[src/rtl/uart_brk_pkg.sv]
package uart_brk_pkg;
  typedef enum logic {BRK_IDLE = 1'b0, BRK_ON = 1'b1} brk_state_e;
endpackage

[src/rtl/uart_brk_cnt.sv]
module uart_brk_cnt #(
  parameter int CNT_W = 12
) (
  input  logic             clk_i,
  input  logic             rst_ni,
  input  logic             wr_en_i,
  input  logic [CNT_W-1:0] wr_data_i,
  input  logic             tick_ms_i,
  input  logic             active_i,
  output logic             dec_o,
  output logic [CNT_W-1:0] cnt_o
);
  localparam logic [CNT_W-1:0] HOLD = {CNT_W{1'b1}};

  logic [CNT_W-1:0] cnt_q;

  assign dec_o = tick_ms_i && !wr_en_i && active_i && cnt_q != HOLD && cnt_q != '0;
  assign cnt_o = cnt_q;

  always_ff @(posedge clk_i or negedge rst_ni) begin
    if (!rst_ni)      cnt_q <= '0;
    else if (wr_en_i) cnt_q <= wr_data_i;
    else if (dec_o)   cnt_q <= cnt_q - 1'b1;
  end

  assert_step_one_R3: assert property (@(posedge clk_i) disable iff (!rst_ni)
    !$past(wr_en_i) && cnt_q != $past(cnt_q) |-> cnt_q == $past(cnt_q) - 1'b1);
  assert_hold_stable_R5: assert property (@(posedge clk_i) disable iff (!rst_ni)
    cnt_q == HOLD && !wr_en_i |=> cnt_q == HOLD);
endmodule

[src/rtl/uart_brk_ctrl.sv]
module uart_brk_ctrl
  import uart_brk_pkg::*;
#(
  parameter int CNT_W = 12
) (
  input  logic             clk_i,
  input  logic             rst_ni,
  input  logic             wr_en_i,
  input  logic [CNT_W-1:0] wr_data_i,
  input  logic             tick_ms_i,
  input  logic             tx_busy_i,
  input  logic [CNT_W-1:0] cnt_i,
  input  logic             dec_i,
  output logic             active_o
);
  brk_state_e state_q, state_d;

  always_comb begin
    state_d = state_q;
    if (wr_en_i) begin
      // a write never starts a break, only keeps or cancels one
      if (wr_data_i == '0) state_d = BRK_IDLE;
    end else if (state_q == BRK_ON) begin
      if (dec_i && cnt_i == CNT_W'(1)) state_d = BRK_IDLE;
    end else if (tick_ms_i && !tx_busy_i && cnt_i != '0) begin
      state_d = BRK_ON;
    end
  end

  always_ff @(posedge clk_i or negedge rst_ni) begin
    if (!rst_ni) state_q <= BRK_IDLE;
    else         state_q <= state_d;
  end

  assign active_o = (state_q == BRK_ON);

  assert_start_idle_tx_R7: assert property (@(posedge clk_i) disable iff (!rst_ni)
    !active_o && tick_ms_i && tx_busy_i |=> !active_o);
  assert_zero_write_ends_R6: assert property (@(posedge clk_i) disable iff (!rst_ni)
    wr_en_i && wr_data_i == '0 |=> !active_o);
  assert_active_nonzero_R3: assert property (@(posedge clk_i) disable iff (!rst_ni)
    active_o |-> cnt_i != '0);
endmodule

[src/rtl/uart_brk_gen.sv]
module uart_brk_gen #(
  parameter int CNT_W = 12
) (
  input  logic             clk_i,
  input  logic             rst_ni,
  input  logic             wr_en_i,
  input  logic [CNT_W-1:0] wr_data_i,
  input  logic             tick_ms_i,
  input  logic             tx_busy_i,
  input  logic             tx_ser_i,
  output logic             tx_o,
  output logic             brk_active_o,
  output logic [CNT_W-1:0] count_o
);
  logic dec;
  logic active;

  uart_brk_cnt #(.CNT_W(CNT_W)) u_cnt (
    .clk_i, .rst_ni, .wr_en_i, .wr_data_i, .tick_ms_i,
    .active_i(active), .dec_o(dec), .cnt_o(count_o)
  );

  uart_brk_ctrl #(.CNT_W(CNT_W)) u_ctrl (
    .clk_i, .rst_ni, .wr_en_i, .wr_data_i, .tick_ms_i, .tx_busy_i,
    .cnt_i(count_o), .dec_i(dec), .active_o(active)
  );

  assign brk_active_o = active;
  assign tx_o         = tx_ser_i & ~active;

  assert_pin_low_R8: assert property (@(posedge clk_i) disable iff (!rst_ni)
    brk_active_o |-> !tx_o);
endmodule

[config.mk]
export PLATFORM = sky130hd
export DESIGN_NAME = uart_brk_gen
export DESIGN_NICKNAME = d
export VERILOG_FILES = /design/src/rtl/uart_brk_pkg.sv /design/src/rtl/uart_brk_cnt.sv /design/src/rtl/uart_brk_ctrl.sv /design/src/rtl/uart_brk_gen.sv
export SDC_FILE = /design/constraint.sdc
export NUM_CORES = 1
export LEC_CHECK = 0
export ABC_AREA = 0
export ABC_CLOCK_PERIOD_IN_PS = 2400
export BUFFER_PORTS_ARGS = -buffer_cell sky130_fd_sc_hd__buf_2
export CAP_MARGIN = 20
export CORE_ASPECT_RATIO = 1.2
export CORE_MARGIN = 2
export CORE_UTILIZATION = 49
export DETAILED_ROUTE_END_ITERATION = 10
export PLACE_DENSITY = 0.9
export SETUP_SLACK_MARGIN = 0.02
export SLEW_MARGIN = 20
export SYNTH_ARGS = -nofsm -noshare
export SYNTH_HDL_FRONTEND = slang
export SYNTH_SLANG_ARGS = --single-unit
[constraint.sdc]
create_clock -name clk_i -period 2.4 [get_ports clk_i]
set_input_delay 0.48 -clock clk_i [delete_from_list [all_inputs] [get_ports clk_i]]
set_output_delay 0.48 -clock clk_i [all_outputs]
set_load 0.02 [all_outputs]
==> impl_metrics.toml, run 1 <==
[timing]
setup_ws_ns = 0.155
rsz0062_at_grt = "no"
tightestPinTransition_ns = 0.517
min_period_ns = 2.25
relSlewSlack_pct = 65.2
hold_slack_ns = 0.0613
slew_viol_final = 0
finalSetupViolations = 0
finalHoldViolations = 0
tns_ns = 0
worst_clock_skew_ns = 0.00252
min_period_over_period_pct = 93.6
fmax_mhz = 445

[worst_setup_path]
crit_chain = "or4_1, or4_4, nand3_2, o311ai_0"
crit_required_ns = 2.55
worst-setup-path-type = "flop to flop"
endpoint_kind = "flop"
slowest_stage = "or4_1"
crit_fanout = 9
start_kind = "flop"
slowest_delay_ns = 0.75
cp_data_arrival_time_ns = 2.39

[min_path]
hold_class = "primary input to async pin"

[layout]
diodes = 0
fin_util_pct = 61.8
drive_gt1_share_pct = 35.0
layout_commonest_cell = "buf_2"
layout_common_cells = "31 x buf_2, 13 x dfrtp_1, 8 x nand2_1"
syn2layout_area_growth_pct = 18.2
fin_nets = 160

[routing]
firstDrtPassIters = 4
vias_per_cell = 6.85
drtIter0Drc = 57
wire_per_inst_um = 17.7
route.vias.total = 1069
drc_errors = 0
wl_mm = 2.76
ant_nets = 0

[placed_design]
gp_congestion = 0.916
port_buffers = 31
dp_slack_ns = 0.155
place_hpwl_mm = 2.04

[pwr]
ir_drop_mv = 0.323
net-switching-power_w = 0.000232
total_power_w = 0.000604
p_clk_share_pct = 25.3
power_density_nw_per_um2 = 522
p_sw_share_pct = 38.4
p_comb_share_pct = 28.4
power.internal_w = 0.000372
power.leakage_nw = 0.478
power_frac_seq_pct = 46.4

[yosys]
synth_compound_area_share_pct = 23.0
yosys.area_share.simple_pct = 33.4
yosysWarnings = 0
syn_avg_cell_area_um2 = 9.23
synthDistinctLibCells = 39
synth_fp_nets = 128
synthFlopType = "dfrtp_1"
muxShareOfSynthArea_pct = 1.02
postSynthCellCount = 106
synth_top_family_by_area = "simple AND/OR/NAND/NOR gates"
synth-async-reset-ratio_pct = 100
yosys.area_share.xor_xnor_pct = 0
syn_area_um2 = 978
synth_edf_count = 0
synth_seq_cells = 13
synthAdderAreaFrac_pct = 5.12
yosysSeqAreaShare_pct = 33.2

[global_routing]
grt_max_degree = 19
antenna_found_initial = 0
grt_pass1_vias = 992
grt_use_total_pct = 26.2
grt_overflow_total = 0
grt_pass1_wl_mm = 4.53

[floorplanning]
start_util_pct = 52.3
core-area_um2 = 1870
ios = 32
placementRows = 17
die_area_um2 = 2370
die_width_um = 44.8
die_y_um = 53.0

[clocking]
clock-sinks = 13
clock-root-buffer = "clkbuf_4"
cts_tree = "built"
cts_resized = 0
cts-buffers-inserted = 3
clockBufferDepth = 2
cts_setup_buffers = 0
clkTransAtPathRegs_ns = 0.09
htreeDepth = 1
insertion_delay_ns = 0.29
cts_hold_buf = 0

[job]
cap_violations = 0

[run_status]
outcome = "finished clean"
-- sequential cells by signal, summed over array words and instances (netlist names) --
signal / flops
u_ctrl.active_o: 1
u_cnt.cnt_o: 12
-- cell usage after synthesis (all sizes together) (4+ instances only) --
library cell	count	area share, %
nor2	6	2.3
o311ai	6	5.4
a31oi	5	3.2
nor3	4	2.0
nand2	8	3.1
or3	5	3.5
ha	4	5.1
or4	6	5.1
nor4	5	3.2
nand3	4	2.6
dfrtp	13	33
o31ai	6	6.0
or2	5	3.2
-- per-layer routing --
| layer | global-route usage [%] | vias to the layer above | part of all wire [%] |
|---|---|---|---|
| li1 | - | 482 | - |
| met1 | 33.1 | 508 | 39 |
| met2 | 44.7 | 68 | 50 |
| met3 | 3.41 | 11 | 9.1 |
| met4 | 10.3 | 0 | 2.2 |
| met5 | 0 | - | 0 |
-- path summary, 6_finish.rpt --
check	cells past startpoint	start	slack (ns)	endpoint
max reg2reg	4	u_cnt.cnt_o[6]$_DFFE_PN0P_	0.15	u_cnt.cnt_o[6]$_DFFE_PN0P_
min	1	rst_ni	0.06	u_cnt.cnt_o[6]$_DFFE_PN0P_
min in group clk_i	3	wr_data_i[11]	0.41	u_cnt.cnt_o[11]$_DFFE_PN0P_
max in group asynchronous	1	rst_ni	2.10	u_cnt.cnt_o[0]$_DFFE_PN0P_
min reg2reg	2	u_cnt.cnt_o[7]$_DFFE_PN0P_	0.63	u_cnt.cnt_o[7]$_DFFE_PN0P_
max	4	u_cnt.cnt_o[6]$_DFFE_PN0P_	0.15	u_cnt.cnt_o[6]$_DFFE_PN0P_
-- area by class of cell --
type                       count  area [um2]
inverter                       3        11.3
timing repair buffer          31         155
sequential                    13         325
multi-input combinational     86         614
fill                         169         716
tap                           19        23.8
clock buffer                   4        26.3
-- worst max-delay path: cells and delay by family (launching register included) --
kind	cells	cell delay, ns
compound gates	1	0.14
simple gates	3	1.49
flops	1	0.47
-- power by group through the flow --
stage	Combinational [W]	Clock, W	Sequential (W)
6_report	0.000171	0.000153	0.000280
5_1_grt	0.000189	0.000158	0.000284
4_1_cts	0.000171	0.000146	0.000278
3_5_place_dp	0.000170	0	0.000283
3_3_place_gp	0.000165	0	0.000280
2_1_floorplan	0.0000869	0	0.000298
-- cells by family after synthesis --
family                   Yosys count
multiplexers                       1
buffers and inverters              7
AND/OR/NAND/NOR                   54
AO/OA/AOI/OAI                     27
flip-flops                        13
adder cells (fa/ha/maj)            4
-- through the flow --
step / std cells / instance area [um2]
detailed placement: 152 / 1130
finish: 156 / 1160
CTS: 156 / 1150
global placement: 152 / 1130
global route: 156 / 1160
floorplan: 106 / 978
No activity file was read; power rests on OpenSTA's default activity.
==> run 2, diff against run 1 <==
Settings changed: CORE_UTILIZATION 49 to 50, PLACE_DENSITY 0.9 to 0.91, REMOVE_ABC_BUFFERS set to 1, SYNTH_HIERARCHICAL set to 1.
==> run 2 against run 1 <==
Compared with the run above:
- worst hold slack better by 0.015 ns
- synthesized cell count rose by 9.4%
- sequential power about the same
- flip-flop and latch count stayed put
- clock power decreased by 9.8%
- critical path depth up 2
- routed wire length increased by 1.4%
- non-clock buffer count up 2
- area after synthesis rose by 1.8%
- via count rose by 6.7%
- global-route usage decreased by 1.2 points
- fmax grew 0.24%
- largest cell class unchanged
==> impl_metrics.toml, run 2 <==
[layout]
syn2layout_area_growth_pct = 18.5
diodes = 0
layout_common_cells = "31 x buf_2, 14 x or4_1, 13 x dfrtp_1"
fin_nets = 168
largest_reg_flops = 12
layout_commonest_cell = "buf_2"
postLayoutCellArea_um2 = 1180
fin_util_pct = 63.8
drive_gt1_share_pct = 28.8

[clocking]
clockBufferDepth = 2
cts_hold_buf = 0
clkTransAtPathRegs_ns = 0.08
cts_setup_buffers = 0
clock-root-buffer = "clkbuf_4"
clock-sinks = 13
cts-buffers-inserted = 3
cts_tree = "built"
insertion_delay_ns = 0.28
htreeDepth = 1
cts_resized = 0

[yosys]
yosysSeqAreaShare_pct = 32.7
yosysWarnings = 6
synth_common_cells = "14 x or4_1, 13 x dfrtp_1, 10 x nand2_1"
syn_area_um2 = 996
syn_avg_cell_area_um2 = 8.59
netlist.area_leader.share_pct = 32.7
synth-async-reset-ratio_pct = 100
synthDistinctLibCells = 36
postSynthCellCount = 116
synth_edf_count = 0
synth_seq_cells = 13
yosys.area.top_type = "dfrtp_1"
synthFlopType = "dfrtp_1"
synth_area_leaders = "dfrtp_1 33%, or4_1 11%, o31ai_1 6.0%"
synth_most_common_cell = "or4_1"

[floorplanning]
placementRows = 17
start_util_pct = 53.8
ios = 32
die_width_um = 44.7
die_y_um = 52.9
die_area_um2 = 2370
core-area_um2 = 1850

[routing]
vias_per_cell = 6.92
ant_nets = 0
firstDrtPassIters = 5
route.vias.total = 1141
wire_per_inst_um = 17.0
wl_mm = 2.80
drtIter0Drc = 58
drc_errors = 0

[placed_design]
gp_congestion = 1.03
dp_slack_ns = 0.209
placed_cell_area_um2 = 1150
place_hpwl_mm = 2.01
port_buffers = 31

[global_routing]
grt_overflow_total = 0
grt_use_total_pct = 25.1
antenna_found_initial = 0
grt_pass1_wl_mm = 4.39
grt_max_degree = 20
grt_pass1_vias = 898

[worst_setup_path]
start_kind = "flop"
crit_required_ns = 2.56
cp_data_arrival_time_ns = 2.40
worst-setup-path-type = "flop to flop"
crit_fanout = 19
endpoint_kind = "flop"

[pwr]
p_comb_share_pct = 27.5
ir_drop_mv = 0.286
power.internal_w = 0.000366
net-switching-power_w = 0.000206
power_frac_seq_pct = 48.4
power.leakage_nw = 0.470
power_density_nw_per_um2 = 484
total_power_w = 0.000572
p_sw_share_pct = 36.0
p_clk_share_pct = 24.1

[timing]
slew_viol_final = 0
worst_clock_skew_ns = 0.00274
tns_ns = 0
finalHoldViolations = 0
rsz0062_at_grt = "no"
tightestPinTransition_ns = 0.599
fmax_mhz = 446
setup_ws_ns = 0.160
relSlewSlack_pct = 60.1
min_period_ns = 2.24
min_period_over_period_pct = 93.3
finalSetupViolations = 0

[job]
cap_violations = 0

[run_status]
outcome = "finished clean"

[min_path]
hold_class = "primary input to async pin"
==> run 2: cell types whose count changed in the layout (fill, tap and decap cells not counted), sizes merged, moves of 3 or more <==
cell / delta
a31oi: +3
a21oi: -3
or4: +10
or2: -5
nor2: +3
o311ai: -5
==> run 2: layer usage <==
| layer | share of wire (%) | track usage (%) | vias to the layer above |
|---|---|---|---|
| li1 | - | - | 528 |
| met1 | 42 | 35.6 | 536 |
| met2 | 47 | 39.1 | 70 |
| met3 | 8.5 | 3.07 | 7 |
| met4 | 1.7 | 7.58 | 0 |
| met5 | 0 | 0 | - |
==> run 2: power groups by stage <==
stage / registers, W / logic (W) / clock network, W
after floorplan: 0.000299 / 0.0000631 / 0
after global placement: 0.000278 / 0.000151 / 0
after detailed placement: 0.000280 / 0.000154 / 0
after CTS: 0.000276 / 0.000155 / 0.000143
after global routing: 0.000281 / 0.000171 / 0.000152
final: 0.000277 / 0.000157 / 0.000138
==> run 2: cell families after synthesis <==
| group | Yosys count | share of synthesized area [%] |
|---|---|---|
| AO/OA/AOI/OAI | 27 | 20.5 |
| flip-flops | 13 | 32.7 |
| buffers and inverters | 10 | 4.77 |
| adder cells (fa/ha/maj) | 3 | 3.77 |
| AND/OR/NAND/NOR | 63 | 38.3 |
==> run 2: worst paths after layout <==
kind | startpoint | endpoint | slack [ns] | depth (start not counted)
max | u_cnt/cnt_o[1]$_DFFE_PN0P_ | u_cnt/cnt_o[9]$_DFFE_PN0P_ | 0.16 | 6
min | rst_ni | u_cnt/cnt_o[2]$_DFFE_PN0P_ | 0.08 | 1
max reg2reg | u_cnt/cnt_o[1]$_DFFE_PN0P_ | u_cnt/cnt_o[9]$_DFFE_PN0P_ | 0.16 | 6
min reg2reg | u_cnt/cnt_o[7]$_DFFE_PN0P_ | u_cnt/cnt_o[7]$_DFFE_PN0P_ | 0.63 | 2
max in group asynchronous | rst_ni | u_cnt/cnt_o[1]$_DFFE_PN0P_ | 2.09 | 1
min in group clk_i | wr_data_i[8] | u_cnt/cnt_o[8]$_DFFE_PN0P_ | 0.42 | 3
==> run 2: per-stage QoR <==
stage | cells | hold WS, ns
after floorplan | 109 | 0.184
after global placement | 161 | 0.387
after detailed placement | 161 | 0.388
after CTS | 165 | 0.0809
after global routing | 165 | 0.0848
final | 165 | 0.0760
==> run 2: cell type report <==
class | instances | area, um2
Sequential cell | 13 | 325
Clock buffer | 4 | 26.3
Tap cell | 19 | 23.8
Fill cell | 152 | 671
Timing Repair Buffer | 33 | 170
Multi-Input combinational cell | 93 | 623
Inverter | 3 | 11.3
==> run 2: critical path, cell delays in order (launching register included) <==
cell	delay, ns
dfrtp_1	0.47
inv_1	0.12
ha_1	0.15
nor4b_1	0.33
and3_1	0.61
nor4_1	0.11
a311o_1	0.34
